File: src/rtl/rx_pkt_fifo_pkg.sv
`timescale 1ns/1ps
package rx_pkt_fifo_pkg;

    localparam int WORD_W = 32;
    localparam int EP_W   = 4;
    localparam int BC_W   = 11;
    localparam int NEED_W = 12;

    typedef struct packed {
        logic [13:0]     rsvd;
        logic            ok;
        logic [1:0]      pid;
        logic [BC_W-1:0] bcnt;
        logic [EP_W-1:0] ep;
    } rx_stat_t;

    function automatic logic [BC_W-1:0] stat_bcnt(input logic [WORD_W-1:0] w);
        rx_stat_t s;
        s = rx_stat_t'(w);
        return s.bcnt;
    endfunction

    function automatic logic [EP_W-1:0] stat_ep(input logic [WORD_W-1:0] w);
        rx_stat_t s;
        s = rx_stat_t'(w);
        return s.ep;
    endfunction

    function automatic logic stat_ok(input logic [WORD_W-1:0] w);
        rx_stat_t s;
        s = rx_stat_t'(w);
        return s.ok;
    endfunction

    // payload words for a byte count: ceil(bytes / 4)
    function automatic logic [NEED_W-1:0] payload_words(input logic [BC_W-1:0] b);
        logic [NEED_W-1:0] t;
        t = {1'b0, b} + NEED_W'(3);
        return t >> 2;
    endfunction

endpackage

File: src/rtl/rx_pkt_ram.sv
`timescale 1ns/1ps
module rx_pkt_ram #(
    parameter int AW = 5,
    parameter int W  = 32
) (
    input  logic          clk,
    input  logic          we,
    input  logic [AW-1:0] waddr,
    input  logic [W-1:0]  wdata,
    input  logic [AW-1:0] raddr,
    output logic [W-1:0]  rdata
);
    localparam int N = 1 << AW;

    logic [W-1:0] mem [N];

    always_ff @(posedge clk) begin
        if (we) mem[waddr] <= wdata;
    end

    assign rdata = mem[raddr];
endmodule

File: src/rtl/rx_pkt_wr_ctrl.sv
`timescale 1ns/1ps
module rx_pkt_wr_ctrl
    import rx_pkt_fifo_pkg::*;
#(
    parameter int AW = 5,
    parameter int CW = AW + 1
) (
    input  logic              clk,
    input  logic              rst,
    input  logic [CW-1:0]     cfg_size,
    input  logic [CW-1:0]     free_words,
    input  logic              sop,
    input  logic [WORD_W-1:0] status,
    input  logic              dvalid,
    input  logic [WORD_W-1:0] data,
    input  logic              eop,
    input  logic              eop_ok,
    output logic              accept,
    output logic              nack,
    output logic              nack_irq,
    output logic [EP_W-1:0]   nack_ep,
    output logic              mem_we,
    output logic [AW-1:0]     mem_waddr,
    output logic [WORD_W-1:0] mem_wdata,
    output logic              commit,
    output logic [CW-1:0]     commit_words,
    output logic [CW-1:0]     pend_words
);
    function automatic logic [AW-1:0] wrap_inc(input logic [AW-1:0] p,
                                               input logic [CW-1:0] sz);
        return (32'(p) + 1 >= 32'(sz)) ? '0 : p + 1'b1;
    endfunction

    logic              active;
    logic [AW-1:0]     wc, tp, tp_nx;
    logic [CW-1:0]     cnt, cnt_nx;
    logic [NEED_W-1:0] need, need_q;
    logic              ok_q, fits, take, close;

    always_comb begin
        need   = payload_words(stat_bcnt(status)) + NEED_W'(1);
        fits   = 32'(need) <= 32'(free_words);
        accept = sop && !active && fits;
        nack   = sop && !active && !fits;
        take   = active && dvalid && (32'(cnt) < 32'(need_q));
        cnt_nx = cnt + CW'(take);
        tp_nx  = take ? wrap_inc(tp, cfg_size) : tp;
        close  = active && eop;
        commit = close && eop_ok && ok_q && (32'(cnt_nx) == 32'(need_q));
        commit_words = cnt_nx;
        pend_words   = active ? cnt : '0;
        mem_we    = accept || take;
        mem_waddr = accept ? wc : tp;
        mem_wdata = accept ? status : data;
    end

    always_ff @(posedge clk) begin
        if (rst) begin
            active   <= 1'b0;
            wc       <= '0;
            tp       <= '0;
            cnt      <= '0;
            need_q   <= '0;
            ok_q     <= 1'b0;
            nack_irq <= 1'b0;
            nack_ep  <= '0;
        end else begin
            nack_irq <= nack;
            if (nack) nack_ep <= stat_ep(status);
            if (accept) begin
                active <= 1'b1;
                tp     <= wrap_inc(wc, cfg_size);
                cnt    <= CW'(1);
                need_q <= need;
                ok_q   <= stat_ok(status);
            end else if (close) begin
                active <= 1'b0;
                cnt    <= '0;
                if (commit) begin
                    wc <= tp_nx;
                    tp <= tp_nx;
                end else begin
                    tp <= wc;
                end
            end else begin
                tp  <= tp_nx;
                cnt <= cnt_nx;
            end
        end
    end

    AST_ONE_DECISION: assert property (@(posedge clk) disable iff (rst)
        !(accept && nack));
    AST_WITHIN_RESERVE: assert property (@(posedge clk) disable iff (rst)
        active |-> (32'(cnt) <= 32'(need_q)));
    AST_BUSY_SOP_SILENT: assert property (@(posedge clk) disable iff (rst)
        (active && sop) |-> (!accept && !nack));
endmodule

File: src/rtl/rx_pkt_rd_ctrl.sv
`timescale 1ns/1ps
module rx_pkt_rd_ctrl
    import rx_pkt_fifo_pkg::*;
#(
    parameter int AW = 5,
    parameter int CW = AW + 1
) (
    input  logic              clk,
    input  logic              rst,
    input  logic [CW-1:0]     cfg_size,
    input  logic              stat_pop,
    input  logic              data_pop,
    input  logic              pkt_avail,
    input  logic [WORD_W-1:0] mem_rdata,
    output logic [AW-1:0]     raddr,
    output logic [WORD_W-1:0] rd_word,
    output logic              stat_taken,
    output logic              word_taken
);
    logic [AW-1:0]     rptr, rptr_inc;
    logic [NEED_W-1:0] rem;
    logic              data_go;

    always_comb begin
        stat_taken = stat_pop && pkt_avail && (rem == '0);
        data_go    = data_pop && !stat_pop && (rem != '0);
        word_taken = stat_taken || data_go;
        rd_word    = word_taken ? mem_rdata : '0;
        rptr_inc   = (32'(rptr) + 1 >= 32'(cfg_size)) ? '0 : rptr + 1'b1;
        raddr      = rptr;
    end

    always_ff @(posedge clk) begin
        if (rst) begin
            rptr <= '0;
            rem  <= '0;
        end else if (stat_taken) begin
            rptr <= rptr_inc;
            rem  <= payload_words(stat_bcnt(mem_rdata));
        end else if (data_go) begin
            rptr <= rptr_inc;
            rem  <= rem - 1'b1;
        end
    end

    AST_SPENT_DATA_POP: assert property (@(posedge clk) disable iff (rst)
        (data_pop && !stat_pop && rem == '0) |=> $stable(rptr));
    AST_BUSY_STAT_POP: assert property (@(posedge clk) disable iff (rst)
        (stat_pop && rem != '0) |=> ($stable(rptr) && rem == $past(rem)));
endmodule

File: src/rtl/rx_pkt_fifo.sv
`timescale 1ns/1ps
module rx_pkt_fifo
    import rx_pkt_fifo_pkg::*;
#(
    parameter int DEPTH = 32,
    localparam int AW = $clog2(DEPTH),
    localparam int CW = AW + 1
) (
    input  logic          clk,
    input  logic          rst,
    input  logic [CW-1:0] cfg_size,
    input  logic          lnk_sop,
    input  logic [31:0]   lnk_status,
    input  logic          lnk_dvalid,
    input  logic [31:0]   lnk_data,
    input  logic          lnk_eop,
    input  logic          lnk_eop_ok,
    output logic          lnk_accept,
    output logic          lnk_nack,
    output logic          nack_irq,
    output logic [3:0]    nack_ep,
    input  logic          sw_stat_pop,
    input  logic          sw_data_pop,
    output logic [31:0]   sw_rdata,
    output logic [CW-1:0] free_words,
    output logic          rx_nonempty
);
    logic              mem_we, commit, stat_taken, word_taken;
    logic [AW-1:0]     mem_waddr, raddr;
    logic [WORD_W-1:0] mem_wdata, mem_rdata;
    logic [CW-1:0]     commit_words, pend_words, occ, pkt_cnt;

    assign free_words  = cfg_size - occ - pend_words;
    assign rx_nonempty = (pkt_cnt != '0);

    rx_pkt_wr_ctrl #(.AW(AW), .CW(CW)) wr_i (
        .clk(clk), .rst(rst), .cfg_size(cfg_size), .free_words(free_words),
        .sop(lnk_sop), .status(lnk_status), .dvalid(lnk_dvalid), .data(lnk_data),
        .eop(lnk_eop), .eop_ok(lnk_eop_ok), .accept(lnk_accept), .nack(lnk_nack),
        .nack_irq(nack_irq), .nack_ep(nack_ep), .mem_we(mem_we),
        .mem_waddr(mem_waddr), .mem_wdata(mem_wdata), .commit(commit),
        .commit_words(commit_words), .pend_words(pend_words)
    );

    rx_pkt_rd_ctrl #(.AW(AW), .CW(CW)) rd_i (
        .clk(clk), .rst(rst), .cfg_size(cfg_size), .stat_pop(sw_stat_pop),
        .data_pop(sw_data_pop), .pkt_avail(rx_nonempty), .mem_rdata(mem_rdata),
        .raddr(raddr), .rd_word(sw_rdata), .stat_taken(stat_taken),
        .word_taken(word_taken)
    );

    rx_pkt_ram #(.AW(AW), .W(WORD_W)) ram_i (
        .clk(clk), .we(mem_we), .waddr(mem_waddr), .wdata(mem_wdata),
        .raddr(raddr), .rdata(mem_rdata)
    );

    always_ff @(posedge clk) begin
        if (rst) begin
            occ     <= '0;
            pkt_cnt <= '0;
        end else begin
            occ     <= occ + (commit ? commit_words : '0) - CW'(word_taken);
            pkt_cnt <= pkt_cnt + CW'(commit) - CW'(stat_taken);
        end
    end

    AST_SPACE_BOUND: assert property (@(posedge clk) disable iff (rst)
        (32'(occ) + 32'(pend_words) <= 32'(cfg_size)));
    AST_NONEMPTY_AFTER_COMMIT: assert property (@(posedge clk) disable iff (rst)
        commit |=> rx_nonempty);
    AST_NACK_IRQ: assert property (@(posedge clk) disable iff (rst)
        lnk_nack |=> (nack_irq && nack_ep == $past(lnk_status[3:0])));
    AST_EMPTY_POP_INERT: assert property (@(posedge clk) disable iff (rst)
        (sw_stat_pop && !rx_nonempty && !lnk_sop && !lnk_dvalid && !lnk_eop)
        |=> (free_words == $past(free_words)));
endmodule

File: config.mk
export PLATFORM = sky130hd
export DESIGN_NAME = rx_pkt_fifo
export DESIGN_NICKNAME = d
export VERILOG_FILES = /design/src/rtl/rx_pkt_fifo_pkg.sv /design/src/rtl/rx_pkt_ram.sv /design/src/rtl/rx_pkt_wr_ctrl.sv /design/src/rtl/rx_pkt_rd_ctrl.sv /design/src/rtl/rx_pkt_fifo.sv
export SDC_FILE = /design/constraint.sdc
export NUM_CORES = 1
export LEC_CHECK = 0
export ABC_CLOCK_PERIOD_IN_PS = 13360
export BUFFER_PORTS_ARGS = -buffer_cell sky130_fd_sc_hd__buf_2
export CAP_MARGIN = 20
export CORE_UTILIZATION = 35
export CTS_BUF_LIST = sky130_fd_sc_hd__clkbuf_16
export CTS_CLUSTER_DIAMETER = 100
export CTS_CLUSTER_SIZE = 30
export DETAILED_ROUTE_END_ITERATION = 10
export PLACE_DENSITY_LB_ADDON = 0.2
export SETUP_SLACK_MARGIN = 0.4
export SYNTH_ARGS = -nofsm -noshare
export SYNTH_HDL_FRONTEND = slang
export SYNTH_SLANG_ARGS = --single-unit
export TNS_END_PERCENT = 100
File: constraint.sdc
create_clock -name clk -period 13.36 [get_ports clk]
set_input_delay 2.672 -clock clk [delete_from_list [all_inputs] [get_ports clk]]
set_output_delay 2.672 -clock clk [all_outputs]
set_load 0.005 [all_outputs]
==> run metrics <==
initial cell density of the core=35.47%; sequential group share of total power=52.9%; CTS max path bufs=3; run status=complete, no violations; Post-Route Setup TNS=0 ns; share of layout cells above drive strength 1=24.46%; global-route wire length before repair=166,800 um; count of cells resized by post-cts repair=0; via count of the first global-routing pass=22,750; EDFF count, synth=1,024; number of search-and-repair iterations in the first detailed-routing pass=5; maximum clock skew at final layout=0.04980 ns; sequential-to-total area share from yosys stat=71.71%; final hold violation count=0; post-CTS setup buffer count=0; Crit. Startpoint=cfg_size[0]; largest net degree at the start of global routing=101; min cycle time layout=8.667 ns; DIE AREA=129,400 um^2; post-synth top area share=68.67%; largest driver fanout on the critical path=5; worst reg2reg path startpoint=wr_i.active; peak ir drop on the vdd network=0.1007 mV; combined buffer and inverter count along the critical path=5; CP delay by family, top=compound AO/OA/AOI/OAI gates; vertical die dimension=359.7 um; Num Clock Sinks=1,092; leak pwr=0.01501 uW; standard cell with the maximum stage delay on the critical path=sky130_fd_sc_hd__a221oi_1; placement-stage worst setup slack=4.515 ns; Primary FF master, synth=sky130_fd_sc_hd__edfxtp_1; worst setup margin=4.693 ns; Final setup violation count=0; reported max-cap violation count=0; cts bufs inserted=46; count of boundary I/O pins=124; GRT Util Overall=17.92%; PwrDens=151.4 nW/um^2; post-synthesis instance total=2,275; ordered list of cells on the worst path=buf_2 -> fa_1 -> inv_1 -> ha_1 -> o21a_1 -> o21ai_0 -> nand2b_1 -> a21o_1 -> a21o_1 -> xor2_1 -> inv_1 -> ha_1 -> a221oi_1 -> o21bai_1 -> inv_1 -> buf_2; Total Wirelength=116,700 um; transition time of the tightest slew-check pin=1.151 ns; Clock Root Buffer=sky130_fd_sc_hd__clkbuf_16; Sw Share=28.19%; arrival time of data at the critical path endpoint=6.00 ns; Comb pwr share=23.7%; iteration-0 DRC count of the detailed router=1,857; total of flip-flops plus latches after synthesis=1,092; relative max-transition margin=23.05%; ys async rst share=0%; Ant. Diodes=0; IO buf count=123; internal power component=5319 uW; number of hold buffers added after cts=0; maximum level of the CTS H-tree=2; dominant cells by area after synthesis=sky130_fd_sc_hd__edfxtp_1 (69%), sky130_fd_sc_hd__mux4_2 (13%), sky130_fd_sc_hd__dfxtp_1 (3.0%), sky130_fd_sc_hd__mux2i_1 (2.4%), sky130_fd_sc_hd__ha_1 (1.7%); RSZ-0062 raised after global routing=false; CP endpoint kind=primary output; total number of vias=22,140; most instantiated library cell after synthesis=sky130_fd_sc_hd__edfxtp_1; Syn Area/Cell=19.68 um^2; period utilization=64.87%; CP most frequent cell=sky130_fd_sc_hd__inv_1; class of the most critical setup path=in -> out; Final Max Slew Viols=0; TritonCTS clock tree=yes; clock-pin slew reported for the worst setup and hold paths after clock tree synthesis=0.09 ns; number of nets with antenna violations after detailed routing=0; delay of the slowest cell on the worst path=0.59 ns; Final HPWL DP=66,720 um; gp weighted congestion=0.8370; clock group share of total power=23.4%; number of nets in the layout=2,543; Min-Delay Startpoint=wr_i.need_q[8]; P&R area growth vs syn=9.285%; Max Clock Freq=115.4 MHz; final global-route overflow total=0; kind of start point of the critical path=input port; width of the chip=359.7 um; number of filler instances in the final layout=11,310; Syn Nets=2,421; cell accounting for the most synthesized area=sky130_fd_sc_hd__edfxtp_1; DRC viols=0; Placeable Area=126,200 um^2; routed length per placed instance=28.71 um; data required time of the worst path=10.69 ns; Avg Vias per Cell=5.445; Net Switching=2088 uW; post-layout util=38.77%; cell types with the highest counts after synthesis=sky130_fd_sc_hd__edfxtp_1 (1,024), sky130_fd_sc_hd__mux4_2 (260), sky130_fd_sc_hd__nor2_1 (131), sky130_fd_sc_hd__mux2i_1 (109), sky130_fd_sc_hd__dfxtp_1 (68); # rows=130; Yosys warning count=0; distinct cell type count of the synthesized netlist=71; cell area after synthesis=44,780 um^2; antenna violations before repair=0; worst min path class=reg -> reg; Power Total=7407 uW; Skew-Pair Late Insertion Delay=0.69 ns
[power by group through the flow]
stage	clock network (uW)	registers, uW	logic, uW
after floorplan	0	3950	1300
after global placement	0	4000	1750
after detailed placement	0	4000	1780
after CTS	1790	3920	1780
after global routing	1890	3930	1920
final	1730	3920	1750
[flip-flops by register name, indices dropped and copies added, names as in the netlist, named ones only]
name,cells
wr_i.active,1
occ,6
pkt_cnt,6
wr_i.need_q,11
wr_i.ok_q,1
wr_i.cnt,6
wr_i.tp,5
rd_i.raddr,5
ram_i.mem,1024
rd_i.rem,12
wr_i.nack_irq,1
wr_i.nack_ep,4
wr_i.wc,5
[path summary, 6_finish.rpt]
| check | cells after the start | slack, ns | endpoint |
|---|---|---|---|
| max | 16 | 4.69 | lnk_nack |
| min | 1 | 0.46 | wr_i.need_q[8] |
| max reg2reg | 20 | 6.81 | ram_i.mem[19][18] |
| min reg2reg | 1 | 0.46 | wr_i.need_q[8] |
[cell families after synthesis]
| family | synth area share [%] |
|---|---|
| flip-flops | 71.71 |
| multiplexers | 17.43 |
| AND/OR/NAND/NOR | 3.445 |
| buffers and inverters | 1.995 |
| AO/OA/AOI/OAI | 2.375 |
| adder cells (fa/ha/maj) | 2.040 |
| XOR/XNOR | 0.9976 |
[cells in the final DEF (no fill, tap or decap), types with 5 or more instances in the layout]
| cell type | count |
|---|---|
| sky130_fd_sc_hd__a211oi_1 | 8 |
| sky130_fd_sc_hd__a21o_1 | 15 |
| sky130_fd_sc_hd__a21oi_1 | 31 |
| sky130_fd_sc_hd__a22oi_1 | 26 |
| sky130_fd_sc_hd__and2_1 | 13 |
| sky130_fd_sc_hd__buf_2 | 123 |
| sky130_fd_sc_hd__buf_4 | 53 |
| sky130_fd_sc_hd__clkbuf_16 | 46 |
| sky130_fd_sc_hd__dfxtp_1 | 64 |
| sky130_fd_sc_hd__edfxtp_1 | 1024 |
| sky130_fd_sc_hd__fa_1 | 7 |
| sky130_fd_sc_hd__ha_1 | 61 |
| sky130_fd_sc_hd__inv_1 | 65 |
| sky130_fd_sc_hd__mux2_2 | 39 |
| sky130_fd_sc_hd__mux2i_1 | 109 |
| sky130_fd_sc_hd__mux4_1 | 16 |
| sky130_fd_sc_hd__mux4_2 | 260 |
| sky130_fd_sc_hd__nand2_1 | 54 |
| sky130_fd_sc_hd__nand2b_1 | 12 |
| sky130_fd_sc_hd__nand3_1 | 30 |
| sky130_fd_sc_hd__nor2_1 | 98 |
| sky130_fd_sc_hd__nor2_4 | 33 |
| sky130_fd_sc_hd__nor2b_1 | 21 |
| sky130_fd_sc_hd__nor3_1 | 19 |
| sky130_fd_sc_hd__o211ai_1 | 5 |
| sky130_fd_sc_hd__o21a_1 | 7 |
| sky130_fd_sc_hd__o21ai_0 | 19 |
| sky130_fd_sc_hd__or3_1 | 5 |
| sky130_fd_sc_hd__xnor2_1 | 32 |
| sky130_fd_sc_hd__xor2_1 | 19 |
[metal layers]
layer	up-vias	track usage (%)	routed length, um
met5	-	0	0
met2	586	30.68	58690
met4	0	4.156	2230
met3	104	2.031	5566
met1	12050	24.44	50260
li1	9400	-	-
[per-stage QoR]
step,instances,hold slack [ns],area (um^2)
finish,4066,0.4643,48930
global route,4066,0.4884,48930
CTS,4063,0.4673,48860
detailed placement,3996,0.4385,47490
global placement,3995,0.4327,47480
floorplan,2275,0.4205,44780
[area by class of cell]
class,count,area [um^2],area share (%)
clock buffer,46,1151,2.352
tap,1650,2064,4.219
clock inverter,21,221.5,0.4526
inverter,60,227.7,0.4654
timing repair buffer,180,1104,2.255
multi-input combinational,1017,12040,24.60
sequential,1092,32130,65.65
Power figures use the tool's default switching activity.
